--- config.mk ---
export PLATFORM = sky130hd
export DESIGN_NAME = pdt_channel
export DESIGN_NICKNAME = d
export VERILOG_FILES = /design/src/rtl/pdt_pkg.sv /design/src/rtl/pdt_prescaler.sv /design/src/rtl/pdt_counter.sv /design/src/rtl/pdt_regs.sv /design/src/rtl/pdt_channel.sv
export SDC_FILE = /design/constraint.sdc
export NUM_CORES = 1
export LEC_CHECK = 0
export ABC_CLOCK_PERIOD_IN_PS = 8300
export BUFFER_PORTS_ARGS = -buffer_cell sky130_fd_sc_hd__buf_2
export CAP_MARGIN = 20
export CORE_ASPECT_RATIO = 0.7
export CORE_MARGIN = 10
export CORE_UTILIZATION = 40
export CTS_BUF_LIST = sky130_fd_sc_hd__clkbuf_8
export CTS_CLUSTER_SIZE = 16
export DETAILED_ROUTE_END_ITERATION = 8
export PLACE_DENSITY = 0.66
export RECOVER_POWER = 50
export SLEW_MARGIN = 5
export SYNTH_ARGS = -nofsm -noshare
export SYNTH_HDL_FRONTEND = slang
export SYNTH_SLANG_ARGS = --single-unit
--- constraint.sdc ---
create_clock -name clk -period 8.3 [get_ports clk]
set_input_delay 0.415 -clock clk [delete_from_list [all_inputs] [get_ports clk]]
set_output_delay 0.415 -clock clk [all_outputs]
set_load 0.03 [all_outputs]
--- src/rtl/pdt_pkg.sv ---
package pdt_pkg;

   // word index of each register (byte offset >> 2)
   typedef enum logic [2:0] {
      W_RELOAD = 3'd0,
      W_COUNT  = 3'd1,
      W_MODE   = 3'd2,
      W_ACK    = 3'd3,
      W_RAW    = 3'd4,
      W_MASKED = 3'd5,
      W_SHADOW = 3'd6,
      W_NONE   = 3'd7
   } word_e;

   // bit positions inside the mode word
   localparam int unsigned MB_SINGLE   = 0;
   localparam int unsigned MB_WIDE     = 1;
   localparam int unsigned MB_PRE_LO   = 2;
   localparam int unsigned MB_IRQ_EN   = 5;
   localparam int unsigned MB_PERIODIC = 6;
   localparam int unsigned MB_RUN      = 7;
   localparam int unsigned MODE_BITS   = 8;

   typedef struct packed {
      logic       run;
      logic       periodic;
      logic       irq_en;
      logic [1:0] pre;
      logic       wide;
      logic       single;
   } mode_t;

   localparam mode_t MODE_RESET = '{run: 1'b0, periodic: 1'b0, irq_en: 1'b1,
                                    pre: 2'd0, wide: 1'b0, single: 1'b0};

   function automatic mode_t mode_unpack(input logic [MODE_BITS-1:0] w);
      mode_t m;
      m.run      = w[MB_RUN];
      m.periodic = w[MB_PERIODIC];
      m.irq_en   = w[MB_IRQ_EN];
      m.pre      = w[MB_PRE_LO +: 2];
      m.wide     = w[MB_WIDE];
      m.single   = w[MB_SINGLE];
      return m;
   endfunction

   function automatic logic [MODE_BITS-1:0] mode_pack(input mode_t m);
      logic [MODE_BITS-1:0] w;
      w                 = '0;
      w[MB_RUN]         = m.run;
      w[MB_PERIODIC]    = m.periodic;
      w[MB_IRQ_EN]      = m.irq_en;
      w[MB_PRE_LO +: 2] = m.pre;
      w[MB_WIDE]        = m.wide;
      w[MB_SINGLE]      = m.single;
      return w;
   endfunction

endpackage

--- src/rtl/pdt_prescaler.sv ---
module pdt_prescaler #(
   parameter int unsigned MID_LOG2  = 4,
   parameter int unsigned SLOW_LOG2 = 8
) (
   input  logic       clk,
   input  logic       rst_n,
   input  logic       clear_i,
   input  logic [1:0] code_i,
   output logic       tick_o
);

   localparam int unsigned DIV_W  = SLOW_LOG2;
   localparam int unsigned NCODES = 4;

   if (MID_LOG2 < 1) begin : g_bad_mid
      $error("pdt_prescaler: MID_LOG2 must be at least 1");
   end
   if (SLOW_LOG2 <= MID_LOG2) begin : g_bad_slow
      $error("pdt_prescaler: SLOW_LOG2 must exceed MID_LOG2");
   end

   logic [DIV_W-1:0]  div_q;
   logic [NCODES-1:0] taps;

   always_ff @(posedge clk) begin
      if (!rst_n || clear_i) div_q <= '0;
      else                   div_q <= div_q + {{(DIV_W-1){1'b0}}, 1'b1};
   end

   // one tap per prescale code; the undefined top code shares the slowest tap
   for (genvar c = 0; c < NCODES; c++) begin : g_tap
      if (c == 0) begin : g_fast
         assign taps[c] = 1'b1;
      end else if (c == 1) begin : g_mid
         assign taps[c] = &div_q[MID_LOG2-1:0];
      end else begin : g_slow
         assign taps[c] = &div_q;
      end
   end

   assign tick_o = taps[code_i];

   // a divided tick never repeats on consecutive cycles
   a_r3_no_back_to_back: assert property (@(posedge clk) disable iff (!rst_n)
      (code_i != 2'd0 && tick_o && !clear_i) |=> !tick_o);

endmodule

--- src/rtl/pdt_counter.sv ---
module pdt_counter #(
   parameter int unsigned CNT_W = 32
) (
   input  logic             clk,
   input  logic             rst_n,
   input  logic             tick_i,
   input  logic             run_i,
   input  logic             periodic_i,
   input  logic             wide_i,
   input  logic             single_i,
   input  logic [CNT_W-1:0] reload_i,
   input  logic             ld_wr_i,
   input  logic [CNT_W-1:0] ld_val_i,
   input  logic             mode_wr_i,
   input  logic             rearm_i,
   output logic [CNT_W-1:0] cnt_o,
   output logic             zero_evt_o
);

   localparam int unsigned HALF_W = CNT_W / 2;
   localparam int unsigned LANES  = 2;
   localparam logic [CNT_W-1:0] ONE = {{(CNT_W-1){1'b0}}, 1'b1};

   if (CNT_W % 2 != 0 || CNT_W < 8) begin : g_bad_width
      $error("pdt_counter: CNT_W must be even and at least 8");
   end

   logic [CNT_W-1:0] cnt_w;
   logic [CNT_W-1:0] active;
   logic [CNT_W-1:0] nxt_full;
   logic [CNT_W-1:0] wrap_val;
   logic             at_zero, at_one, step, ld_zero;
   logic             halted_q;

   always_comb begin
      active   = wide_i ? cnt_w : {{HALF_W{1'b0}}, cnt_w[HALF_W-1:0]};
      at_zero  = (active == '0);
      at_one   = (active == ONE);
      wrap_val = periodic_i ? reload_i : '1;
      nxt_full = at_zero ? wrap_val : (cnt_w - ONE);
      ld_zero  = wide_i ? (ld_val_i == '0) : (ld_val_i[HALF_W-1:0] == '0);
      // register writes take the cycle; no decrement alongside them
      step     = tick_i && run_i && !halted_q && !ld_wr_i && !mode_wr_i;
   end

   assign zero_evt_o = step && at_one;

   // low lane always counts, high lane only in wide mode
   for (genvar h = 0; h < LANES; h++) begin : g_lane
      logic              lane_live;
      logic [HALF_W-1:0] lane_q;
      if (h == 0) begin : g_low
         assign lane_live = 1'b1;
      end else begin : g_high
         assign lane_live = wide_i;
      end
      always_ff @(posedge clk) begin
         if (!rst_n)                 lane_q <= '1;
         else if (ld_wr_i)           lane_q <= ld_val_i[h*HALF_W +: HALF_W];
         else if (step && lane_live) lane_q <= nxt_full[h*HALF_W +: HALF_W];
      end
      assign cnt_w[h*HALF_W +: HALF_W] = lane_q;
   end

   always_ff @(posedge clk) begin
      if (!rst_n)                     halted_q <= 1'b0;
      else if (ld_wr_i && periodic_i) halted_q <= ld_zero;
      else if (rearm_i)               halted_q <= 1'b0;
      else if (zero_evt_o && single_i) halted_q <= 1'b1;
   end

   assign cnt_o = cnt_w;

   // narrow mode never disturbs the upper half
   a_r7_upper_hold: assert property (@(posedge clk) disable iff (!rst_n)
      (!wide_i && !ld_wr_i) |=> $stable(cnt_w[CNT_W-1:HALF_W]));

   // a stopped channel keeps its count
   a_r12_freeze: assert property (@(posedge clk) disable iff (!rst_n)
      (!run_i && !ld_wr_i) |=> $stable(cnt_w));

   // an expired single-shot or zero-loaded channel stays put
   a_r9_single_hold: assert property (@(posedge clk) disable iff (!rst_n)
      (halted_q && !ld_wr_i && !mode_wr_i) |=> $stable(cnt_w));

   // reaching zero is a one-cycle event
   a_r8_single_event: assert property (@(posedge clk) disable iff (!rst_n)
      zero_evt_o |=> !zero_evt_o);

endmodule

--- src/rtl/pdt_regs.sv ---
module pdt_regs
   import pdt_pkg::*;
#(
   parameter int unsigned CNT_W  = 32,
   parameter int unsigned ADDR_W = 5
) (
   input  logic              clk,
   input  logic              rst_n,
   input  logic              bus_wr,
   input  logic [ADDR_W-1:0] bus_addr,
   input  logic [CNT_W-1:0]  bus_wdata,
   output logic [CNT_W-1:0]  bus_rdata,
   input  logic [CNT_W-1:0]  cnt_i,
   input  logic              zero_evt_i,
   output mode_t             mode_o,
   output logic [CNT_W-1:0]  reload_o,
   output logic              ld_wr_o,
   output logic              mode_wr_o,
   output logic              rearm_o,
   output logic              irq_o
);

   if (ADDR_W < 5) begin : g_bad_addr
      $error("pdt_regs: ADDR_W must be at least 5");
   end

   logic       hi_ok;
   word_e      word;
   logic       hit;
   logic       unused_addr_lsb;
   mode_t      mode_q;
   logic [CNT_W-1:0] reload_q;
   logic       raw_q, masked;
   logic       shadow_wr, ack_wr;

   if (ADDR_W > 5) begin : g_hi_decode
      assign hi_ok = ~|bus_addr[ADDR_W-1:5];
   end else begin : g_no_hi
      assign hi_ok = 1'b1;
   end

   assign unused_addr_lsb = ^bus_addr[1:0];
   assign word      = word_e'(bus_addr[4:2]);
   assign hit       = bus_wr && hi_ok;
   assign ld_wr_o   = hit && (word == W_RELOAD);
   assign shadow_wr = hit && (word == W_SHADOW);
   assign mode_wr_o = hit && (word == W_MODE);
   assign ack_wr    = hit && (word == W_ACK);
   assign rearm_o   = mode_wr_o && bus_wdata[MB_RUN];

   always_ff @(posedge clk) begin
      if (!rst_n)         mode_q <= MODE_RESET;
      else if (mode_wr_o) mode_q <= mode_unpack(bus_wdata[MODE_BITS-1:0]);
   end

   always_ff @(posedge clk) begin
      if (!rst_n)                     reload_q <= '0;
      else if (ld_wr_o || shadow_wr)  reload_q <= bus_wdata;
   end

   always_ff @(posedge clk) begin
      if (!rst_n)          raw_q <= 1'b0;
      else if (zero_evt_i) raw_q <= 1'b1;
      else if (ack_wr)     raw_q <= 1'b0;
   end

   assign masked = raw_q && mode_q.irq_en;

   always_comb begin
      bus_rdata = '0;
      if (hi_ok) begin
         unique case (word)
            W_RELOAD, W_SHADOW: bus_rdata = reload_q;
            W_COUNT:            bus_rdata = cnt_i;
            W_MODE:             bus_rdata = {{(CNT_W-MODE_BITS){1'b0}}, mode_pack(mode_q)};
            W_RAW:              bus_rdata = {{(CNT_W-1){1'b0}}, raw_q};
            W_MASKED:           bus_rdata = {{(CNT_W-1){1'b0}}, masked};
            default:            bus_rdata = '0;
         endcase
      end
   end

   assign mode_o   = mode_q;
   assign reload_o = reload_q;
   assign irq_o    = masked;

   // the raw flag is sticky until acknowledged
   a_r8_raw_hold: assert property (@(posedge clk) disable iff (!rst_n)
      (raw_q && !ack_wr) |=> raw_q);

   // the raw flag only rises after the counter reached zero
   a_r8_raw_cause: assert property (@(posedge clk) disable iff (!rst_n)
      $rose(raw_q) |-> $past(zero_evt_i));

endmodule

--- src/rtl/pdt_channel.sv ---
module pdt_channel
   import pdt_pkg::*;
#(
   parameter int unsigned CNT_W     = 32,
   parameter int unsigned ADDR_W    = 5,
   parameter int unsigned MID_LOG2  = 4,
   parameter int unsigned SLOW_LOG2 = 8
) (
   input  logic              clk,
   input  logic              rst_n,
   input  logic              bus_wr,
   input  logic [ADDR_W-1:0] bus_addr,
   input  logic [CNT_W-1:0]  bus_wdata,
   output logic [CNT_W-1:0]  bus_rdata,
   output logic              irq_out
);

   mode_t            mode;
   logic [CNT_W-1:0] reload, cnt;
   logic             ld_wr, mode_wr, rearm, zero_evt, tick;

   pdt_regs #(.CNT_W(CNT_W), .ADDR_W(ADDR_W)) u_regs (
      .clk        (clk),
      .rst_n      (rst_n),
      .bus_wr     (bus_wr),
      .bus_addr   (bus_addr),
      .bus_wdata  (bus_wdata),
      .bus_rdata  (bus_rdata),
      .cnt_i      (cnt),
      .zero_evt_i (zero_evt),
      .mode_o     (mode),
      .reload_o   (reload),
      .ld_wr_o    (ld_wr),
      .mode_wr_o  (mode_wr),
      .rearm_o    (rearm),
      .irq_o      (irq_out)
   );

   pdt_prescaler #(.MID_LOG2(MID_LOG2), .SLOW_LOG2(SLOW_LOG2)) u_pre (
      .clk     (clk),
      .rst_n   (rst_n),
      .clear_i (ld_wr || mode_wr),
      .code_i  (mode.pre),
      .tick_o  (tick)
   );

   pdt_counter #(.CNT_W(CNT_W)) u_cnt (
      .clk        (clk),
      .rst_n      (rst_n),
      .tick_i     (tick),
      .run_i      (mode.run),
      .periodic_i (mode.periodic),
      .wide_i     (mode.wide),
      .single_i   (mode.single),
      .reload_i   (reload),
      .ld_wr_i    (ld_wr),
      .ld_val_i   (bus_wdata),
      .mode_wr_i  (mode_wr),
      .rearm_i    (rearm),
      .cnt_o      (cnt),
      .zero_evt_o (zero_evt)
   );

endmodule

==> results by group <==
Floorplan
  • IO Count: 73
  • Core ar.: roughly 12000 um2
  • Row count: 33
  • Die area: 16690 um2
  • Die W: 150.2 um
  • Initial Util: 40.77%
  • Die Ht: 111.1 um

Final layout
  • Fin area: 5388 um2
  • Layout area overhead: 13.50%
  • Fillers: 1183
  • Multi-input gate area: 2910 um2
  • Sequential Area: 1622 um2
  • Layout Nets: 701
  • Fin cells: ~800
  • Diode count: 0
  • Share of cells above drive strength 1: 13.73%

Logic synthesis
  • Post-synth top area share: 34.16%
  • Post-Synthesis Cell Area: 4747 um2
  • Post-Syn Area per Cell: ~7.7 um2
  • Mapped Cells: 620
  • Sequential fraction of the synthesis area: 34.16%
  • Ys flop type: dfxtp_1
  • Mapped Nets: ~660
  • Async SR Flop Fraction: 0%
  • Post-synth EDFFs: 0
  • Seq cells post-synth: around 80
  • Post-synth cell types: 52
  • Main area contributors after synthesis: dfxtp_1 (34%), nand2_1 (11%), a21boi_0 (6.5%), a22o_1 (4.6%), clkbuf_1 (3.9%)
  • Post-synth top area cell: dfxtp_1
  • Yosys warns: 0

Power and ir drop
  • Lkg Pwr: 1.917 nW
  • Sw Pwr: ~250 uW
  • Max VDD drop: 0.08735 mV
  • Final Power: 860.9 uW
  • Sequential share of power: between 40 and 50%
  • Sw frac: 28.66%
  • Comb pwr share: 14.2%
  • Pint: 614.2 uW
  • Power Density: 159.8 nW/um2
  • Share of power burned in the clock network: between 30% and 40%

Placement
  • IO Port Bufs: 70
  • Placed Cells: 802
  • Placed cell area: 5150 um2
  • Setup WS pre-CTS: 4.879 ns
  • HPWL after DPL: 10790 um
  • Final Wtd Congestion: roughly 0.83

GRT
  • Most used routing layer in global routing: met2
  • Met1 Usage GRT: 26.05%
  • Antenna violations before repair: 0
  • Grt total ovfl: 0
  • Vias in the first global route: ~4800
  • Routing usage on met3: 6.362%
  • First-pass GRT wire length: 25540 um
  • All-layer global routing usage: 18.72%
  • Pin count of the biggest net entering global routing: 76
  • GR Util met2: a little over a quarter

CTS
  • Clock Tree Buf Depth: 2
  • Root buffer cell: clkbuf_8
  • Clock sinks: about 80
  • # Post-CTS Setup Buffers: 0
  • Post_cts resized: 0
  • Worst-Skew Late Latency: 0.37 ns
  • TritonCTS Buffers: 9
  • CTS Hold Bufs: 0
  • TritonCTS clock tree: built
  • Clock Pin Slew Worst Setup and Hold Paths: approximately 0.080 ns
  • Number of H-tree levels: 3

Worst setup path
  • Critical Path Start Type: flip-flop
  • Worst EP required: 8.37 ns
  • Arrival @ worst endpoint: 3.66 ns
  • CP endpoint kind: flip-flop
  • Critical path fanouts, max: 11
  • CP Class: flip-flop to flip-flop

Routing
  • Total Wirelength: 15980 um
  • DR vias: 5001
  • Avg Vias per Cell: approximately 6.1
  • Avg WL per Cell: 19.48 um
  • TritonRoute pass-1 iters: 5
  • 1st-iter DRT viols: 471
  • Residual DRC: 0
  • Final ANT Viol Nets: 0

STA
  • Setup Skew: 0.009962 ns
  • Post-route clock period utilization: 43.24%
  • Count of final max-slew check failures: 76
  • Final min period: 3.589 ns
  • Post-route setup TNS: 0 ns
  • Setup violators final: 0
  • Slew margin rel.: -117.1%
  • RSZ-0062 raised after global routing: false
  • Worst slew pin tran: 3.256 ns
  • FMAX: 278.6 MHz
  • Worst Slack Setup Final: 4.711 ns
  • Final hold vios: 0

Run status
  • Run status: finished, violations left
  • Violated checks: max-capacitance violations, max-slew violations

Min path
  • Worst min-delay path category: input pin to flip-flop

Job
  • Max Cap Viol: 1
==> area by class of cell <==
class                   instances  share of cell area [%]
clock inverters                 7                   1.602
clock buffers                   9                   2.299
repair buffers                 79                   7.989
flip-flops and latches         81                   30.10
inverters                       5                  0.3484
well taps                     157                   3.646
multi-input cells             482                   54.02
==> critical path: stages (launching register included) <==
cell	delay (ns)
dfxtp_1	0.37
or4_1	0.67
or4b_1	0.69
o31ai_4	0.47
nand3_1	0.60
o211ai_1	0.37
nand4_1	0.12
==> power groups by stage <==
stage	clock network, mW	logic, mW	registers, mW
after floorplan	0	0.0805	0.423
after global placement	0	0.116	0.430
after detailed placement	0	0.118	0.431
after CTS	0.324	0.119	0.422
after global routing	0.338	0.133	0.425
final	0.316	0.122	0.423
==> state kept, by name, indices dropped and copies added, names as in the netlist <==
register / flops
u_cnt.halted_q: 1
u_cnt.g_lane.lane_q: 32
u_regs.mode_o: 7
u_regs.raw_q: 1
u_pre.div_q: 8
u_regs.reload_o: 32
==> routing by layer <==
metal | up-vias | part of all wire (%) | routed length [um]
met3 | 25 | 11 | 1689
met2 | 261 | 42 | 6772
li1 | 2363 | - | -
met1 | 2352 | 46 | 7291
met4 | 0 | 1.4 | 223
met5 | - | 0 | 0
==> logic make-up after synthesis <==
family / synth area share [%]
buffers and inverters: 4.692
xor gates and xnor gates: 4.797
DFF: 34.16
AOI/OAI and AO/OA: 24.88
and+or+nand+nor: 30.23
adders and majority gates: 0.7908
muxes: 0.4481
==> Yosys cell counts, types with 3 or more instances <==
library cell  number
nand2_1          136
dfxtp_1           81
clkbuf_1          49
a21boi_0          41
nand3_1           34
a22o_1            25
nor2_1            24
nand4_1           23
o211ai_1          19
nor3_1            16
nor4_1            16
o21ai_0           16
xor2_1            16
or4_1             13
a22oi_1           12
xnor2_1           10
o311ai_0           8
a21oi_1            6
o2111ai_1          6
inv_1              5
o21ai_1            5
or3_1              5
and2_1             4
and3_1             4
ha_1               3
nand2b_1           3
nor2b_1            3
nor3b_1            3
nor4b_1            3
o221ai_1           3
==> cells in the final DEF (no fill, tap or decap), types with 16 or more instances in the layout <==
| cell type | synthesis | final |
|---|---|---|
| buf_2 | 1 | 61 |
| nand2_1 | 136 | 136 |
| nor4_1 | 16 | 16 |
| nor2_1 | 24 | 23 |
| xor2_1 | 16 | 16 |
| o21ai_0 | 16 | 16 |
| dfxtp_1 | 81 | 81 |
| nand4_1 | 23 | 23 |
| a22o_1 | 25 | 25 |
| o211ai_1 | 19 | 19 |
| a21boi_0 | 41 | 41 |
| nand3_1 | 34 | 34 |
==> worst paths after layout <==
check / startpoint / to / slack, ns / cells after the start
setup / recovery: u_cnt.g_lane[1].lane_q[0]$_SDFFE_PN1P_ / u_cnt.g_lane[0].lane_q[14]$_SDFFE_PN1P_ / 4.71 / 6
hold / removal: bus_wdata[21] / u_cnt.g_lane[1].lane_q[5]$_SDFFE_PN1P_ / 0.30 / 3
setup reg to reg: u_cnt.g_lane[1].lane_q[0]$_SDFFE_PN1P_ / u_cnt.g_lane[0].lane_q[14]$_SDFFE_PN1P_ / 4.71 / 6
hold reg to reg: u_pre.div_q[0]$_SDFF_PP0_ / u_pre.div_q[0]$_SDFF_PP0_ / 0.46 / 1
==> metrics by stage <==
stage	hold WS, ns	util, %
floorplan	0.4262	-
global placement	0.4374	44.23
detailed placement	0.4491	44.23
CTS	0.2810	46.03
global route	0.2940	46.27
finish	0.2977	46.27
No activity file was read; power rests on OpenSTA's default activity.
